### src/rtl/eye_deser_pkg.sv
// Shared constants for the eye-pattern deserializer.
// Assumes the three serial lanes are packed as {clk, dat, sync}.
package eye_deser_pkg;
    localparam int EYE_WORD_W      = 11;
    localparam int EYE_SIG_W       = 8;
    localparam int EYE_SYNC_STAGES = 2;
    localparam int LANE_SYNC       = 0;
    localparam int LANE_DAT        = 1;
    localparam int LANE_CLK        = 2;
    localparam int LANES           = 3;
endpackage

### src/rtl/eye_sync.sv
// Multi-stage synchroniser for a bundle of asynchronous single-bit lanes.
// Assumes every lane is a level that is slow compared with clk.
module eye_sync #(
    parameter int W      = 3,
    parameter int STAGES = 2
) (
    input  logic         clk,
    input  logic         rst_n,
    input  logic [W-1:0] d_i,
    output logic [W-1:0] q_o
);
    logic [W-1:0] stage_q [STAGES];

    for (genvar s = 0; s < STAGES; s++) begin : g_stage
        if (s == 0) begin : g_first
            // First stage captures the raw asynchronous lanes
            always_ff @(posedge clk) begin
                if (!rst_n) stage_q[s] <= '0;
                else        stage_q[s] <= d_i;
            end
        end else begin : g_next
            // Later stages let any metastable value settle
            always_ff @(posedge clk) begin
                if (!rst_n) stage_q[s] <= '0;
                else        stage_q[s] <= stage_q[s-1];
            end
        end
    end

    assign q_o = stage_q[STAGES-1];
endmodule

### src/rtl/eye_edge.sv
// Rising-edge detector for synchronised lanes.
// Assumes the inputs are already in the clk domain.
module eye_edge #(
    parameter int W = 3
) (
    input  logic         clk,
    input  logic         rst_n,
    input  logic [W-1:0] lvl_i,
    output logic [W-1:0] rise_o
);
    logic [W-1:0] prev_q;

    // Keep the previous level of each lane
    always_ff @(posedge clk) begin
        if (!rst_n) prev_q <= '0;
        else        prev_q <= lvl_i;
    end

    for (genvar b = 0; b < W; b++) begin : g_bit
        assign rise_o[b] = lvl_i[b] & ~prev_q[b];
    end
endmodule

### src/rtl/eye_frame_sr.sv
// Frame shift register with a saturating bit counter.
// The oldest bit sits at the top of the register. The field outputs show the
// register before any shift that happens in the same cycle.
module eye_frame_sr #(
    parameter int WORD_W = 11,
    parameter int SIG_W  = 8
) (
    input  logic             clk,
    input  logic             rst_n,
    input  logic             shift_i,
    input  logic             bit_i,
    input  logic             restart_i,
    output logic             full_o,
    output logic [SIG_W-1:0] x_field_o,
    output logic [SIG_W-1:0] y_field_o
);
    localparam int FRAME_W = 2 * WORD_W;
    localparam int CNT_W   = $clog2(FRAME_W + 1);
    localparam logic [CNT_W-1:0] CNT_FULL = CNT_W'(FRAME_W);

    logic [FRAME_W-1:0] sr_q;
    logic [CNT_W-1:0]   cnt_q;

    // Shift in a new bit on each serial clock rise, MSB first
    always_ff @(posedge clk) begin
        if (!rst_n)       sr_q <= '0;
        else if (shift_i) sr_q <= {sr_q[FRAME_W-2:0], bit_i};
    end

    // Count bits since the last strobe, saturating at one frame
    always_ff @(posedge clk) begin
        if (!rst_n)
            cnt_q <= '0;
        else if (restart_i)
            cnt_q <= shift_i ? CNT_W'(1) : '0;
        else if (shift_i && cnt_q != CNT_FULL)
            cnt_q <= cnt_q + CNT_W'(1);
    end

    assign full_o    = (cnt_q == CNT_FULL);
    assign x_field_o = sr_q[FRAME_W-1 -: SIG_W];
    assign y_field_o = sr_q[WORD_W-1 -: SIG_W];
endmodule

### src/rtl/eye_deser.sv
// Top of the eye-pattern deserializer. It synchronises the serial lanes,
// collects a two-word frame and loads both coordinates on the strobe rising
// edge. Assumes every serial phase lasts at least STAGES system cycles.
module eye_deser
    import eye_deser_pkg::*;
#(
    parameter int WORD_W      = EYE_WORD_W,
    parameter int SIG_W       = EYE_SIG_W,
    parameter int SYNC_STAGES = EYE_SYNC_STAGES
) (
    input  logic             clk,
    input  logic             rst_n,
    input  logic             ser_clk_i,
    input  logic             ser_dat_i,
    input  logic             ser_sync_i,
    output logic [SIG_W-1:0] x_o,
    output logic [SIG_W-1:0] y_o,
    output logic             upd_o,
    output logic             frm_err_o
);
    logic [LANES-1:0] raw_lanes;
    logic [LANES-1:0] syn_lanes;
    logic [LANES-1:0] rise_lanes;
    logic             frame_full;
    logic [SIG_W-1:0] x_field;
    logic [SIG_W-1:0] y_field;
    logic             load_ok;
    logic             load_short;

    assign raw_lanes[LANE_CLK]  = ser_clk_i;
    assign raw_lanes[LANE_DAT]  = ser_dat_i;
    assign raw_lanes[LANE_SYNC] = ser_sync_i;

    eye_sync #(.W(LANES), .STAGES(SYNC_STAGES)) u_sync (
        .clk   (clk),
        .rst_n (rst_n),
        .d_i   (raw_lanes),
        .q_o   (syn_lanes)
    );

    eye_edge #(.W(LANES)) u_edge (
        .clk    (clk),
        .rst_n  (rst_n),
        .lvl_i  (syn_lanes),
        .rise_o (rise_lanes)
    );

    eye_frame_sr #(.WORD_W(WORD_W), .SIG_W(SIG_W)) u_frame (
        .clk       (clk),
        .rst_n     (rst_n),
        .shift_i   (rise_lanes[LANE_CLK]),
        .bit_i     (syn_lanes[LANE_DAT]),
        .restart_i (rise_lanes[LANE_SYNC]),
        .full_o    (frame_full),
        .x_field_o (x_field),
        .y_field_o (y_field)
    );

    assign load_ok    = rise_lanes[LANE_SYNC] &  frame_full;
    assign load_short = rise_lanes[LANE_SYNC] & ~frame_full;

    // Load the coordinates on a full-frame strobe
    always_ff @(posedge clk) begin
        if (!rst_n) begin
            x_o <= '0;
            y_o <= '0;
        end else if (load_ok) begin
            x_o <= x_field;
            y_o <= y_field;
        end
    end

    // Pulse the update strobe together with the new coordinates
    always_ff @(posedge clk) begin
        if (!rst_n) upd_o <= 1'b0;
        else        upd_o <= load_ok;
    end

    // Latch a short-frame error until reset
    always_ff @(posedge clk) begin
        if (!rst_n)          frm_err_o <= 1'b0;
        else if (load_short) frm_err_o <= 1'b1;
    end
endmodule

### config.mk
export PLATFORM = sky130hd
export DESIGN_NAME = eye_deser
export DESIGN_NICKNAME = d
export VERILOG_FILES = /design/src/rtl/eye_deser_pkg.sv /design/src/rtl/eye_sync.sv /design/src/rtl/eye_edge.sv /design/src/rtl/eye_frame_sr.sv /design/src/rtl/eye_deser.sv
export SDC_FILE = /design/constraint.sdc
export NUM_CORES = 1
export LEC_CHECK = 0
export BUFFER_PORTS_ARGS = -buffer_cell sky130_fd_sc_hd__buf_4
export CAP_MARGIN = 20
export CORE_UTILIZATION = 51
export CTS_BUF_LIST = sky130_fd_sc_hd__clkbuf_16
export DETAILED_ROUTE_END_ITERATION = 6
export PLACE_DENSITY = 0.75
export SLEW_MARGIN = 20
export SYNTH_ARGS = -nofsm -noshare
export SYNTH_HDL_FRONTEND = slang
export SYNTH_SLANG_ARGS = --single-unit
export TNS_END_PERCENT = 30
### constraint.sdc
create_clock -name clk -period 1.4 [get_ports clk]
set_input_delay 0.07 -clock clk [delete_from_list [all_inputs] [get_ports clk]]
set_output_delay 0.07 -clock clk [all_outputs]
set_load 0.02 [all_outputs]
After elaboration in Yosys (flattened, before gate mapping)
Memory sizes are Yosys's and may differ from the RTL's. Cells that the tools add are included.

Register bits after elaboration: 48. Latch bits: 0. Bits in writable memories: 6. ROM bits: 0. Input port bits: 5. Output and inout port bits: 18. Word-level logic and storage cells: 29. Memories: 1.

$add $sub $neg: 1. Multipliers: 0. Divide/modulo/power cells: 0. $lt $le $gt $ge: 0. Equal/unequal tests: 2. Shifts and indexed selects: 0. Mux-type cells: 7. Bitwise gates (word level): 9. Reduce and logical (&&, ||, !) cells: 2.

Memories: u_sync.stage_q (words 2, width 3, read ports 2, clocked after Yosys merged registers in 0, write ports 2, line eye_sync.sv:12) `logic [W-1:0] stage_q [STAGES];`.

Operators with widths (count): two-way mux 5 bit (2); two-way mux 3 bit (2); adder 5 x 1 -> 5 bit, second input constant (1); equality test 5 bit, second input constant (1); != test 5 bit, second input constant (1); AND 1 bit (4); two-way mux 1 bit (3); NOT 1 bit (3); OR 1 bit (2); nonzero test 2 bit (1); logical AND 1 bit (1).

Longest topological paths before layout
Depth after elaboration: 5. Depth in mapped cells: 7. Gate-level depth less buffers: 5.

Modules after synthesis
Synthesis repeated with hierarchy kept, for this count alone.

Cell total of the unflattened synthesis: 218. Area total of the unflattened synthesis: 2239.6 um^2.

By module, submodules not included: eye_frame_sr (times used 1, cells each 118, area an instance 1223.7 um^2, seq. area each 540.5 um^2); eye_deser (times used 1, cells each 79, area an instance 738.2 um^2, seq. area each 360.3 um^2); eye_sync (times used 1, cells each 12, area an instance 157.7 um^2, seq. area each 120.1 um^2); eye_edge (times used 1, cells each 9, area an instance 120.1 um^2, seq. area each 60.1 um^2).

Worst setup path after synthesis
OpenSTA, ideal clock, no wires.

Kind: flip-flop to flip-flop. From: reg u_frame.cnt_q[0]. To: reg u_frame.cnt_q[3]. Setup time: 0.070 ns. Arrival: 1.491 ns. Data required time: 1.330 ns. Path slack: -0.161 ns. Stages on the path, launching flop included: 7. Buffers on the path: 1. Clock period less this slack: 1.561 ns. Cell sequence: dfxtp_1 > inv_1 > ha_1 > and4b_1 > buf_6 > or4_1 > a21oi_1.

Word-level cells in the longest chain between the ends: 3. Elaborated cells on any way between the ends: 6. Those cells by class: add/sub: 1; eq/ne: 1; mux: 2; reduce/logical: 2.

Ends and longest elaborated chain: from (decl) (line eye_frame_sr.sv:22) `logic [CNT_W-1:0] cnt_q;`; from (signal assigned) (line eye_frame_sr.sv:35) `cnt_q <= shift_i ? CNT_W'(1) : '0;`; from (signal assigned) (line eye_frame_sr.sv:37) `cnt_q <= cnt_q + CNT_W'(1);`; adder 5 x 1 -> 5 bit or != test 5 bit (tied branches) (line eye_frame_sr.sv:37, eye_frame_sr.sv:36); two-way mux 5 bit or logical AND 1 bit (tied branches) (line eye_frame_sr.sv:36) `else if (shift_i && cnt_q != CNT_FULL)`; two-way mux 5 bit or nonzero test 2 bit (tied branches).

Several ways; a longest one is shown, not always the timed one. The select of a mux whose other input is x is not followed. A chain may end at the register's enable or synchronous reset.

Final worst setup path
Same ends and word-level chain as after synthesis.

==> metrics.cfg <==
[synthesis]
synthesis.nets=233
synth_area_leaders=dfxtp_1, a21boi_0, nand2_1
synth_top_cell_area_share_pct=52.8
synth_cell_types=23
syn_area_um2=2010
synthCells=226
yosysMostFrequentCell=dfxtp_1
synth_xor_area_share_pct=0
seq_area_frac_synth_pct=52.8
synth_warnings=0
postSynth.asyncResetShare_pct=0
synthAdderAreaFrac_pct=1.24
ys_ff_latch=53
synth-edff-count=0
synthMuxAreaShare_pct=0.498
synth_top_area_cell=dfxtp_1
ys_top_cells_by_count=dfxtp_1, nand2_1, a21boi_0, nand3_1, o21ai_0
synth_compound_area_share_pct=21.0
yosys.area_share.simple_pct=19.9
synth.avg_cell_area_um2=8.90
ys.flop_type=dfxtp_1
synth_top_family_by_area=compound AO/OA/AOI/OAI gates

[clocking]
cts_tree=done
clk_path_buf_depth=2
clock-root-buffer=clkbuf_16
h-tree-depth=2
cts.clk_slew.worst_paths_ns=0.06
clock_latency_ns=0.28
clkSinkCount=53
numCtsBuffers=5

[layout]
final_area_um2=2420
final_cells=297
diodes=0
area_growth_pct=20.5
final_util_pct=65.2
layout-drive-gt1-share_pct=17.3
final_nets=256
nFillCells=343

[power_and_ir_drop]
power.share.switching_pct=19.7
power_frac_seq_pct=55.4
p_clk_share_pct=40.2
switchingPower_uw=543
p_comb_share_pct=4.3
peakVddDrop_mv=0.741
finalPower_uw=2760
p_int_uw=2220
power_per_cell_area_nw_per_um2=1140
p_leak_uw=0.000887

[worst_setup_path]
crit_required_ns=1.62
start_kind=flip-flop
worstPathMaxFanout=4
critPathKind=flip-flop to flip-flop
path_delay_family=simple AND/OR/NAND/NOR gates
worstPathArrival_ns=1.59
crit_path_max_incr_delay_ns=0.42
worst_setup_path_end_kind=flip-flop
cpMaxStageDelayCell=or4_1
crit_buf_inv=1
worstPathCellList=inv_2, ha_2, and4b_1, or4_1, a21oi_2

[timing]
rsz0062_at_grt=yes
setup_viol=0
worst_slew_pin_slew_ns=0.302
report.final.slew_viol_count=0
hold_viol=0
fin_skew_ns=0.00530
slew_headroom_pct=79.8
layout_min_cycle_time_ns=1.37
fmax_ghz=0.729
period_share_pct=98.0
setup_ws_ns=0.0281

[place]
globalplace.congestion=0.853
dp_slack_ns=0.0527
dp_cells=286
dpl-instance-area_um2=2240
numPortBuffers=22
dp_hpwl_mm=2.29

[detailed_routing]
drtIter0Drc=108
num_vias=1568
routedWlPerCell_um=12.2
drt-vias-per-instance=5.28
detail-route-antenna-nets=0
firstDrtPassIters=4
detail_route.drc_violations=0
routed_wl_mm=3.62

[run_status]
status=complete, no violations

[die]
io-pin-count=23
start_util_pct=54.1
die_w_um=64.8
fp.coreArea_um2=3720
die_area_um2=4200
die_y_um=64.8
rows=22

[global_route]
antenna_found_initial=0
grt_max_degree=40
gr-total-overflow=0
grt_pass1_vias=1377
grt_pass1_wl_mm=6.27
grt_usage_pct=19.5

[worst_hold_path]
min_path_type=primary input to flip-flop

[run]
cap_violations=0

[layout by cell type (no fill, tap or decap), types with 3 or more instances in the layout]
cell type | Yosys | routed
a21boi_0 | 38 | 33
a21boi_1 | 0 | 5
a21oi_1 | 5 | 4
and2_1 | 8 | 8
buf_4 | 0 | 30
clkbuf_16 | 0 | 5
dfxtp_1 | 53 | 51
dlygate4sd3_1 | 0 | 3
nand2_1 | 46 | 46
nand3_1 | 20 | 20
nor2b_1 | 3 | 3
o21ai_0 | 19 | 18
[logic make-up (layout without fill, tap and decap cells)]
logic type,Yosys count,after routing
AO/OA/AOI/OAI,64,64
adder cells (fa/ha/maj),2,2
buffers and inverters,21,44
flip-flops,53,53
multiplexers,1,1
AND/OR/NAND/NOR,85,85
[flip-flops by register name, indices dropped and copies added, names as in the netlist]
name and flops:
upd_o 1, y_o 8, x_o 8, frm_err_o 1
u_frame.sr_q 22, u_edge.prev_q 2, u_sync.stage_q 6, u_frame.cnt_q 5
[layout make-up]
class | count | area (µm²) | area share (%)
clock inverters | 2 | 7.51 | 0.310
well taps | 48 | 60.1 | 2.48
flip-flops and latches | 53 | 1060 | 43.9
multi-input cells | 152 | 865 | 35.7
inverters | 1 | 3.75 | 0.155
repair buffers | 36 | 298 | 12.3
clock buffers | 5 | 125 | 5.17
[through the flow]
step,TNS [ns],hold slack [ns]
after floorplan,0,0.197
after global placement,0,0.279
after detailed placement,0,0.283
after CTS,0,0.207
after global routing,-0.0605,0.225
final,0,0.204
[power by group through the flow]
stage,registers [µW],logic (µW),clock network [µW]
4_1_cts,1530,117,1140
3_5_place_dp,1560,111,0
5_1_grt,1530,131,1210
2_1_floorplan,1560,72.5,0
3_3_place_gp,1560,109,0
6_report,1530,119,1110
[routing by layer]
layer,share of wire (%),track usage (%),vias up
met1,47,24.1,728
met5,0,0,-
met3,3.4,4.23,2
met4,0.47,8.33,0
li1,-,-,811
met2,49,32.4,27
[timing repair]
action,CTS,global route
setup endpoints to repair,0,14
buffers inserted,0,1
hold endpoints to repair,3,0
hold buffers,3,0
resized for setup,0,10
[final timing paths]
check                             startpoint                              end  slack [ns]  depth (start not counted)
max            u_frame.cnt_q[0]$_SDFFE_PN0P_    u_frame.cnt_q[3]$_SDFFE_PN0P_        0.03                          5
min                                    rst_n              x_o[6]$_SDFFE_PN0P_        0.20                          2
max reg2reg    u_frame.cnt_q[0]$_SDFFE_PN0P_    u_frame.cnt_q[3]$_SDFFE_PN0P_        0.03                          5
min reg2reg  u_sync.stage_q[0][0]$_SDFF_PN0_  u_sync.stage_q[1][0]$_SDFF_PN0_        0.43                          1
No activity file was read; power rests on OpenSTA's default activity.
